===== config.mk =====
export PLATFORM = sky130hd
export DESIGN_NAME = packed_line_writer
export DESIGN_NICKNAME = d
export VERILOG_FILES = /design/src/rtl/plw_pkg.sv /design/src/rtl/stage_buffer.sv /design/src/rtl/pixel_serializer.sv /design/src/rtl/line_store.sv /design/src/rtl/packed_line_writer.sv
export SDC_FILE = /design/constraint.sdc
export NUM_CORES = 2
export LEC_CHECK = 0
export BUFFER_PORTS_ARGS = -buffer_cell sky130_fd_sc_hd__buf_2
export CAP_MARGIN = 0
export CELL_PAD_IN_SITES_DETAIL_PLACEMENT = 2
export CELL_PAD_IN_SITES_GLOBAL_PLACEMENT = 2
export CORE_ASPECT_RATIO = 0.6
export CORE_UTILIZATION = 44
export CTS_CLUSTER_DIAMETER = 120
export DETAILED_ROUTE_END_ITERATION = 10
export PLACE_DENSITY_LB_ADDON = 0.1
export SLEW_MARGIN = 20
export SYNTH_ARGS = -nofsm -noshare
export SYNTH_HDL_FRONTEND = slang
export SYNTH_SLANG_ARGS = --single-unit

===== constraint.sdc =====
create_clock -name clk -period 6.1 [get_ports clk]
set_input_delay 0.61 -clock clk [delete_from_list [all_inputs] [get_ports clk]]
set_output_delay 0.61 -clock clk [all_outputs]
set_load 0.05 [all_outputs]

===== src/rtl/plw_pkg.sv =====
package plw_pkg;

    localparam int WORD_W        = 16;
    localparam int PIX_W         = 4;
    localparam int ROW_W         = 4;
    localparam int PIX_PER_WORD  = WORD_W / PIX_W;
    localparam int SLOT_W        = $clog2(PIX_PER_WORD);
    localparam int ENTRY_W       = ROW_W + PIX_W;

    typedef struct packed {
        logic [ROW_W-1:0]  row;
        logic [WORD_W-1:0] word;
    } stage_word_t;

    typedef struct packed {
        logic [ROW_W-1:0] row;
        logic [PIX_W-1:0] idx;
    } line_entry_t;

    // Slot 0 is the most significant nibble.
    function automatic logic [PIX_W-1:0] pick_pixel(input logic [WORD_W-1:0] w,
                                                    input logic [SLOT_W-1:0] s);
        return w[WORD_W-1-PIX_W*int'(s) -: PIX_W];
    endfunction

endpackage


===== src/rtl/stage_buffer.sv =====
module stage_buffer
    import plw_pkg::*;
#(
    parameter int DEPTH = 4
) (
    input  logic        clk,
    input  logic        rst,
    input  logic        flush,
    input  logic        push,
    input  stage_word_t push_data,
    input  logic        pop,
    output stage_word_t pop_data,
    output logic        empty,
    output logic        full
);
    localparam int PW = (DEPTH > 1) ? $clog2(DEPTH) : 1;
    localparam int CW = $clog2(DEPTH + 1);

    stage_word_t      slots [DEPTH];
    logic [PW-1:0]    wp, rp;
    logic [CW-1:0]    cnt;

    function automatic logic [PW-1:0] bump(input logic [PW-1:0] p);
        if (p == PW'(DEPTH - 1)) return '0;
        return p + 1'b1;
    endfunction

    // Storage: single write port, no reset, so it maps to RAM.
    always_ff @(posedge clk) begin
        if (push && !flush) slots[wp] <= push_data;
    end

    always_ff @(posedge clk) begin
        if (rst || flush) begin
            wp  <= '0;
            rp  <= '0;
            cnt <= '0;
        end else begin
            if (push) wp <= bump(wp);
            if (pop)  rp <= bump(rp);
            cnt <= cnt + CW'(push) - CW'(pop);
        end
    end

    assign pop_data = slots[rp];
    assign empty    = (cnt == '0);
    assign full     = (cnt == CW'(DEPTH));

    p_no_overflow_r1: assert property (@(posedge clk) disable iff (rst) push |-> !full);
    p_no_underflow_r1: assert property (@(posedge clk) disable iff (rst) pop |-> !empty);
    p_count_bound_r1: assert property (@(posedge clk) disable iff (rst) cnt <= CW'(DEPTH));

endmodule


===== src/rtl/pixel_serializer.sv =====
module pixel_serializer
    import plw_pkg::*;
#(
    parameter int LINE_W = 320
) (
    input  logic                       clk,
    input  logic                       rst,
    input  logic                       flush,
    input  logic                       src_empty,
    input  stage_word_t                src_data,
    output logic                       src_pop,
    output logic                       we,
    output logic [$clog2(LINE_W)-1:0]  waddr,
    output line_entry_t                wdata,
    output logic                       last_write
);
    localparam int AW = $clog2(LINE_W);
    localparam int XW = $clog2(LINE_W + 1);
    localparam logic [SLOT_W-1:0] LAST_SLOT = SLOT_W'(PIX_PER_WORD - 1);

    stage_word_t       cur;
    logic              busy;
    logic [SLOT_W-1:0] slot;
    logic [XW-1:0]     x;
    logic              in_line;

    assign in_line    = (x < XW'(LINE_W));
    assign src_pop    = !flush && !src_empty && (!busy || slot == LAST_SLOT);
    assign we         = busy && !flush && in_line;
    assign waddr      = x[AW-1:0];
    assign wdata      = '{row: cur.row, idx: pick_pixel(cur.word, slot)};
    assign last_write = we && (x == XW'(LINE_W - 1));

    always_ff @(posedge clk) begin
        if (rst || flush) begin
            busy <= 1'b0;
            slot <= '0;
            x    <= '0;
        end else begin
            if (busy) begin
                slot <= slot + 1'b1;
                if (in_line) x <= x + 1'b1;
            end
            if (src_pop) begin
                busy <= 1'b1;
                slot <= '0;
            end else if (busy && slot == LAST_SLOT) begin
                busy <= 1'b0;
            end
        end
    end

    always_ff @(posedge clk) begin
        if (src_pop) cur <= src_data;
    end

    p_x_step_r3: assert property (@(posedge clk) disable iff (rst)
        we |=> (x == $past(x) + 1'b1));
    p_x_sat_r5: assert property (@(posedge clk) disable iff (rst) x <= XW'(LINE_W));
    p_flush_quiet_r4: assert property (@(posedge clk) disable iff (rst)
        flush |=> (x == '0 && !busy));

endmodule


===== src/rtl/line_store.sv =====
module line_store
    import plw_pkg::*;
#(
    parameter int LINE_W = 320
) (
    input  logic                       clk,
    input  logic                       we,
    input  logic [$clog2(LINE_W)-1:0]  waddr,
    input  line_entry_t                wdata,
    input  logic [$clog2(LINE_W)-1:0]  raddr,
    output line_entry_t                rdata
);
    line_entry_t mem [LINE_W];

    always_ff @(posedge clk) begin
        if (we) mem[waddr] <= wdata;
    end

    always_ff @(posedge clk) begin
        if (raddr < LINE_W) rdata <= mem[raddr];
        else                rdata <= '0;
    end

endmodule


===== src/rtl/packed_line_writer.sv =====
module packed_line_writer
    import plw_pkg::*;
#(
    parameter int LINE_W      = 320,
    parameter int STAGE_DEPTH = 4
) (
    input  logic                       clk,
    input  logic                       rst,
    input  logic                       line_start,
    input  logic                       in_valid,
    output logic                       in_ready,
    input  logic [15:0]                in_word,
    input  logic [3:0]                 in_row,
    input  logic [$clog2(LINE_W)-1:0]  rd_addr,
    output logic [7:0]                 rd_data,
    output logic                       line_done
);
    localparam int AW = $clog2(LINE_W);

    stage_word_t   st_in, st_out;
    logic          st_empty, st_full, st_pop, push;
    logic          lb_we, last_write;
    logic [AW-1:0] lb_waddr;
    line_entry_t   lb_wdata, lb_rdata;

    assign in_ready = !st_full && !line_start;
    assign push     = in_valid && in_ready;
    assign st_in    = '{row: in_row, word: in_word};

    stage_buffer #(.DEPTH(STAGE_DEPTH)) u_stage (
        .clk(clk), .rst(rst), .flush(line_start),
        .push(push), .push_data(st_in),
        .pop(st_pop), .pop_data(st_out),
        .empty(st_empty), .full(st_full)
    );

    pixel_serializer #(.LINE_W(LINE_W)) u_ser (
        .clk(clk), .rst(rst), .flush(line_start),
        .src_empty(st_empty), .src_data(st_out), .src_pop(st_pop),
        .we(lb_we), .waddr(lb_waddr), .wdata(lb_wdata),
        .last_write(last_write)
    );

    line_store #(.LINE_W(LINE_W)) u_line (
        .clk(clk), .we(lb_we), .waddr(lb_waddr), .wdata(lb_wdata),
        .raddr(rd_addr), .rdata(lb_rdata)
    );

    assign rd_data = lb_rdata;

    always_ff @(posedge clk) begin
        if (rst) line_done <= 1'b0;
        else     line_done <= last_write;
    end

    p_done_pulse_r6: assert property (@(posedge clk) disable iff (rst) line_done |=> !line_done);
    p_start_clears_r4: assert property (@(posedge clk) disable iff (rst) line_start |=> !line_done);

endmodule


== Word-level counts from Yosys, hierarchy flattened ==
Memory sizes are Yosys's and may differ from the RTL's. A register that Yosys moved wholly into a read port is not among the register bits.
Index checks and enable logic that the tools add are counted.

* Reductions and logical operators: 20
* Shift operators: 1
* $add $sub $neg: 7
* Equal/unequal tests: 5
* $mul: 0
* Bitwise operators: 0
* Magnitude comparators: 2
* Divide/modulo/power cells: 0
* Multiplexer cells: 16

{| class="wikitable"
|+ Operator list
! cell !! number
|-
| 19-bit by 32-bit indexed part select with 4-bit output || 1
|-
| 9-bit less-than comparator, second input constant || 2
|-
| 1-bit 2-to-1 mux || 12
|-
| 9-bit by 1-bit adder with 9-bit output, second input constant || 1
|-
| 9-bit equality test, second input constant || 1
|-
| 1-bit logical AND || 9
|-
| 2-bit 2-to-1 mux || 4
|-
| 2-bit by 1-bit adder with 2-bit output, second input constant || 3
|-
| 2-bit equality test, second input constant || 3
|-
| 1-bit zero test || 5
|-
| 4-bit by 4-bit subtractor with 5-bit output, first input constant || 1
|-
| 3-bit by 1-bit adder with 3-bit output || 1
|-
| 3-bit equality test, second input constant || 1
|-
| 3-bit zero test || 1
|-
| 3-bit by 1-bit subtractor with 3-bit output || 1
|-
| 1-bit logical OR || 2
|-
| 2-bit AND reduction || 1
|-
| 2-bit nonzero test || 1
|-
| 2-bit OR reduction || 1
|}

* Register bits: 20
* Bits in latches: 0
* Memory bits (read-only): 0
* Input port bits: 33
* Word-level logic and storage cells: 60
* Output and inout bits: 10
* Memories: 2
* Bits in writable memories: 2640

{| class="wikitable"
|+ Memory list
! name !! words !! width !! read ports !! clocked after Yosys merged registers in !! wr ports !! RTL line !! source
|-
| u_line.mem || 320 || 8 || 1 || 1 || 1 || line_store.sv:13 || <nowiki>line_entry_t mem [LINE_W];</nowiki>
|-
| u_stage.slots || 4 || 20 || 1 || 1 || 1 || stage_buffer.sv:19 || <nowiki>stage_word_t slots [DEPTH];</nowiki>
|}

== Depth between registers and ports, before layout ==
* Depth after elaboration: 7
* Mapped depth: 13
* Mapped depth without buffers: 9

== By module ==
A second synthesis with hierarchy kept.

* Cell total of the unflattened synthesis: 4851
* Area total of the unflattened synthesis: 104446.4 um^2

{| class="wikitable"
|+ Modules (own cells, without submodules)
! module !! instances !! seq. area each (um^2) !! cells each !! area an instance (um^2)
|-
| line_store || 1 || 77033.9 || 4596 || 99694.4
|-
| stage_buffer || 1 || 2582.5 || 150 || 3350.7
|-
| pixel_serializer || 1 || 840.8 || 101 || 1358.8
|-
| packed_line_writer || 1 || 20.0 || 4 || 42.5
|}

== Least setup slack after synthesis ==
Ideal clock, no wire load.

* Path type: reg-to-reg
* From: reg u_ser.wdata[4] (netlist name)
* To: mem u_line.mem[0][4] (netlist name) (data pin)
* Arrival: 3.961 ns
* Stages on the path, launching flop included: 1
* Clock period less this slack: 4.933 ns
* Slack: 1.167 ns
* Data required time: 5.128 ns
* Path buffers: 0
* Library setup time: 0.972 ns
* Cells stage by stage: edfxtp_1

{| class="wikitable"
|+ RTL lines
! what !! RTL line
|-
| to (decl) || line_store.sv:13
|}

No word-level cell before the write port.

== Worst setup path in the final report ==
* From: reg u_ser.x[7] (netlist: u_ser.waddr[7])
* To: mem u_line.mem[71][0] (netlist name) (enable)

* Longest elaborated chain between the ends: 4

{| class="wikitable"
|+ Ends and longest elaborated chain
! what !! RTL line !! source
|-
| from (decl) || pixel_serializer.sv:24 || <nowiki>logic [XW-1:0] x;</nowiki>
|-
| from (signal assigned) || pixel_serializer.sv:42 || <nowiki>if (in_line) x <= x + 1'b1;</nowiki>
|-
| 9-bit less-than comparator || pixel_serializer.sv:27 || <nowiki>assign in_line = (x < XW'(LINE_W));</nowiki>
|-
| 1-bit logical AND || pixel_serializer.sv:29 || <nowiki>assign we = busy && !flush && in_line;</nowiki>
|-
| 1-bit 2-to-1 mux || line_store.sv:16 || <nowiki>if (we) mem[waddr] <= wdata;</nowiki>
|-
| 1-bit 2-to-1 mux (not written as such) || line_store.sv:16 ||
|}

Several ways; a longest one is shown, not always the timed one.

==> out/qor.csv <==
stage;metric;value;unit
drt;drc;0;
synthesis;synth_seq_area_share;77.04;%
hold_path;min-delay-path-class;in2reg;
synthesis;synth.top_cell.area_share;76.50;%
timing;fin_skew;0.02840;ns
power_and_ir_drop;p_int;29990;µW
synthesis;ys.flop_type;edfxtp_1;
global_route;gr-total-overflow;0;
synthesis;synth_top_cell_by_area;edfxtp_1;
synthesis;synth_most_common_cell;edfxtp_1;
drt;drt_wl_total;345400;µm
cts;clk_latency;0.85;ns
synthesis;ys.warnings.count;0;
timing;worst_slew_pin_slew;1.322;ns
die;start_util;44.27;%
power_and_ir_drop;leakage;0.03595;µW
cells_and_area;area_delta_synth_final;12.18;%
global_route;grt_pass1_wl;472400;µm
die;dieArea;239300;µm²
power_and_ir_drop;ir_drop;0.0002689;V
critical_path;slowest_delay;0.89;ns
synthesis;postSynthAreaPerCell;21.73;µm²
cts;cts-htree-levels;5;
die;pin_count;43;
placement;portBuffers;42;
timing;rsz0062_at_grt;no;
critical_path;critPathRequiredTime;6.55;ns
power_and_ir_drop;swShare;22.40;%
timing;timing.final.crit_share;75.39;%
cells_and_area;fillers;20370;
cts;numCtsBuffers;267;
cts;cts.path.max_buffers;4;
power_and_ir_drop;power.switching;8657;µW
cts;cts_sinks;2688;
synthesis;synth-edff-count;2660;
drt;viasPerCell;6.459;
power_and_ir_drop;p_per_area;329.9;nW/µm²
global_route;grt_max_degree;179;
cts;cts_setup_buffers;0;
timing;timing.final.hold_violations;0;
timing;slew_headroom;11.89;%
placement;pre_cts_slack;1.489;ns
die;num_rows;138;
die;dieWidth;630.9;µm
synthesis;synthTopCellsByArea;edfxtp_1 77%, mux4_2 15%, mux2i_1 1.4%;
cts;post_cts_resize_count;0;
placement;gp_congestion;0.8323;
critical_path;critPathLaunchType;flop;
timing;setup_viol;0;
power_and_ir_drop;power;38640;µW
synthesis;synthArstFlopShare;0;%
status;status;finished, final reports clean;
timing;fmax;0.2175;GHz
drt;wl_per_cell;41.39;µm
drt;dr.pass1.iters;5;
synthesis;synth_cell_type_count;69;
timing;fin_ws;1.501;ns
cts;tritoncts;done;
job;maxCapViolCount;0;
timing;finalSetupTns;0;ns
cts;cts_root_buf;clkbuf_16;
critical_path;worstPathCellList;o21ai_0, nand2_1, nor2_1, nand3_2, buf_4, nor2_1;
cells_and_area;fin_util;49.66;%
drt;vias;53900;
synthesis;yosys-top-cells-count;2660 x edfxtp_1, 698 x mux4_2, 372 x nor2_1;
critical_path;worstPathArrival;5.05;ns
die;die_h;379.3;µm
synthesis;syn_nets;4852;
power_and_ir_drop;power_frac_clock;41.6;%
synthesis;ys_seq_elements;2688;
critical_path;cp_common_cell;nor2_1;
global_route;grt_pass1_vias;54390;
cells_and_area;drive_above_1_share;25.29;%
drt;antenna_left;0;
timing;slew_violations;0;
cells_and_area;fin_cells;8345;
critical_path;end_kind;flop;
critical_path;slowest_stage;nor2_1;
critical_path;path_class;reg2reg;
critical_path;crit_fanout;12;
timing;period_needed;4.599;ns
global_route;antenna_found_initial;43;
critical_path;reg2reg_slack;1.50;ns
power_and_ir_drop;power_frac_seq;52.8;%
drt;first_iter_violations;7972;
placement;dp.cells;7863;
power_and_ir_drop;comb_power_share;5.6;%
cells_and_area;layout.nets;5050;
synthesis;netlist_area;104400;µm²
synthesis;synthCells;4806;
die;core;235900;µm²
global_route;grt.total_usage;28.86;%
cts;clk_pin_slew_worst_paths;0.07;ns
placement;dp_hpwl;216500;µm
## cells by family (layout without fill, tap and decap cells)
logic type / after synthesis / in the layout / share of synthesized area [%]
DFF: 2688 / 2688 / 77.04
muxes: 863 / 863 / 16.66
and+or+nand+nor: 685 / 685 / 2.810
buffers and inverters: 304 / 689 / 1.542
AOI/OAI and AO/OA: 244 / 244 / 1.715
adders and majority gates: 13 / 13 / 0.1630
xor gates and xnor gates: 9 / 9 / 0.07549
other: 0 / 4 / 0
## metal layers
metal	share of wire, %	track usage (%)	wire, µm
met1	45	45.92	155000
met3	11	7.168	37360
met5	0.018	0	61
met4	1.8	5.469	6343
met2	42	40.44	146700
## critical path, delay by kind of cell (launching register included)
family / cells / cell delay [ns]
AOI/OAI and AO/OA: 1 / 0.49
and+or+nand+nor: 4 / 2.76
DFF: 1 / 0.42
buffers and inverters: 1 / 0.45
## metrics by stage
stage	area, µm²	hold slack [ns]
floorplan	104400	0.4692
global placement	108700	0.5194
detailed placement	108800	0.5086
CTS	117100	0.2382
global route	117100	0.3069
finish	117100	0.3044
## area by class of cell
type | count | area [µm²] | share of cell area (%)
diodes | 4 | 10.01 | 0.008545
multi-input cells | 1814 | 22550 | 19.25
inverters | 15 | 65.06 | 0.05554
repair buffers | 218 | 2051 | 1.751
clock buffers | 350 | 7268 | 6.205
well taps | 3150 | 3941 | 3.365
flip-flops and latches | 2688 | 80440 | 68.67
clock inverters | 106 | 814.5 | 0.6954
## state kept, by name, indices dropped and copies added, names as in the netlist, 3 cells and up
register and count:
u_line.mem 2560, u_stage.slots 80, u_ser.cur 16, u_ser.waddr 9, u_line.rdata 8, u_ser.wdata 4, u_stage.cnt 3
## power by group through the flow
stage | registers (µW) | logic [µW] | clock network [µW]
2_1_floorplan | 20900 | 1050 | 0
3_3_place_gp | 20800 | 2070 | 0
3_5_place_dp | 20800 | 2130 | 0
4_1_cts | 20400 | 2150 | 16200
5_1_grt | 20400 | 2230 | 16800
6_report | 20400 | 2160 | 16100
## repair_timing
item	4_1_cts	5_1_grt
setup endpoints to repair	0	0
hold buffers	21	0
endpoints found under the hold margin	81	0
## cells in the final DEF (no fill, tap or decap), types with 18 or more instances in the layout
cell and n:
buf_4 123, or2_2 21, buf_12 31, mux4_2 694
clkinv_2 29, nor2b_1 20, dfxtp_1 28, a31oi_1 18
clkbuf_1 69, nor2_1 350, edfxtp_1 2660, nand3_1 45
a21oi_1 32, a22oi_1 48, dlygate4sd3_1 21, mux2i_1 149
buf_2 37, nor3_1 20, clkbuf_16 279, nor2_2 21
clkinv_1 57, nand2_1 134
## path summary, 6_finish.rpt
kind	startpoint	end	depth (start not counted)
max	u_ser.waddr[7]	u_line.mem[71][0]	6
min	rd_addr[8]	u_line.rdata[3]	2
min reg2reg	u_ser.waddr[1]	u_ser.waddr[1]	2
max reg2reg	u_ser.waddr[7]	u_line.mem[71][0]	6
Note: power is estimated with default switching activity, not from simulation.
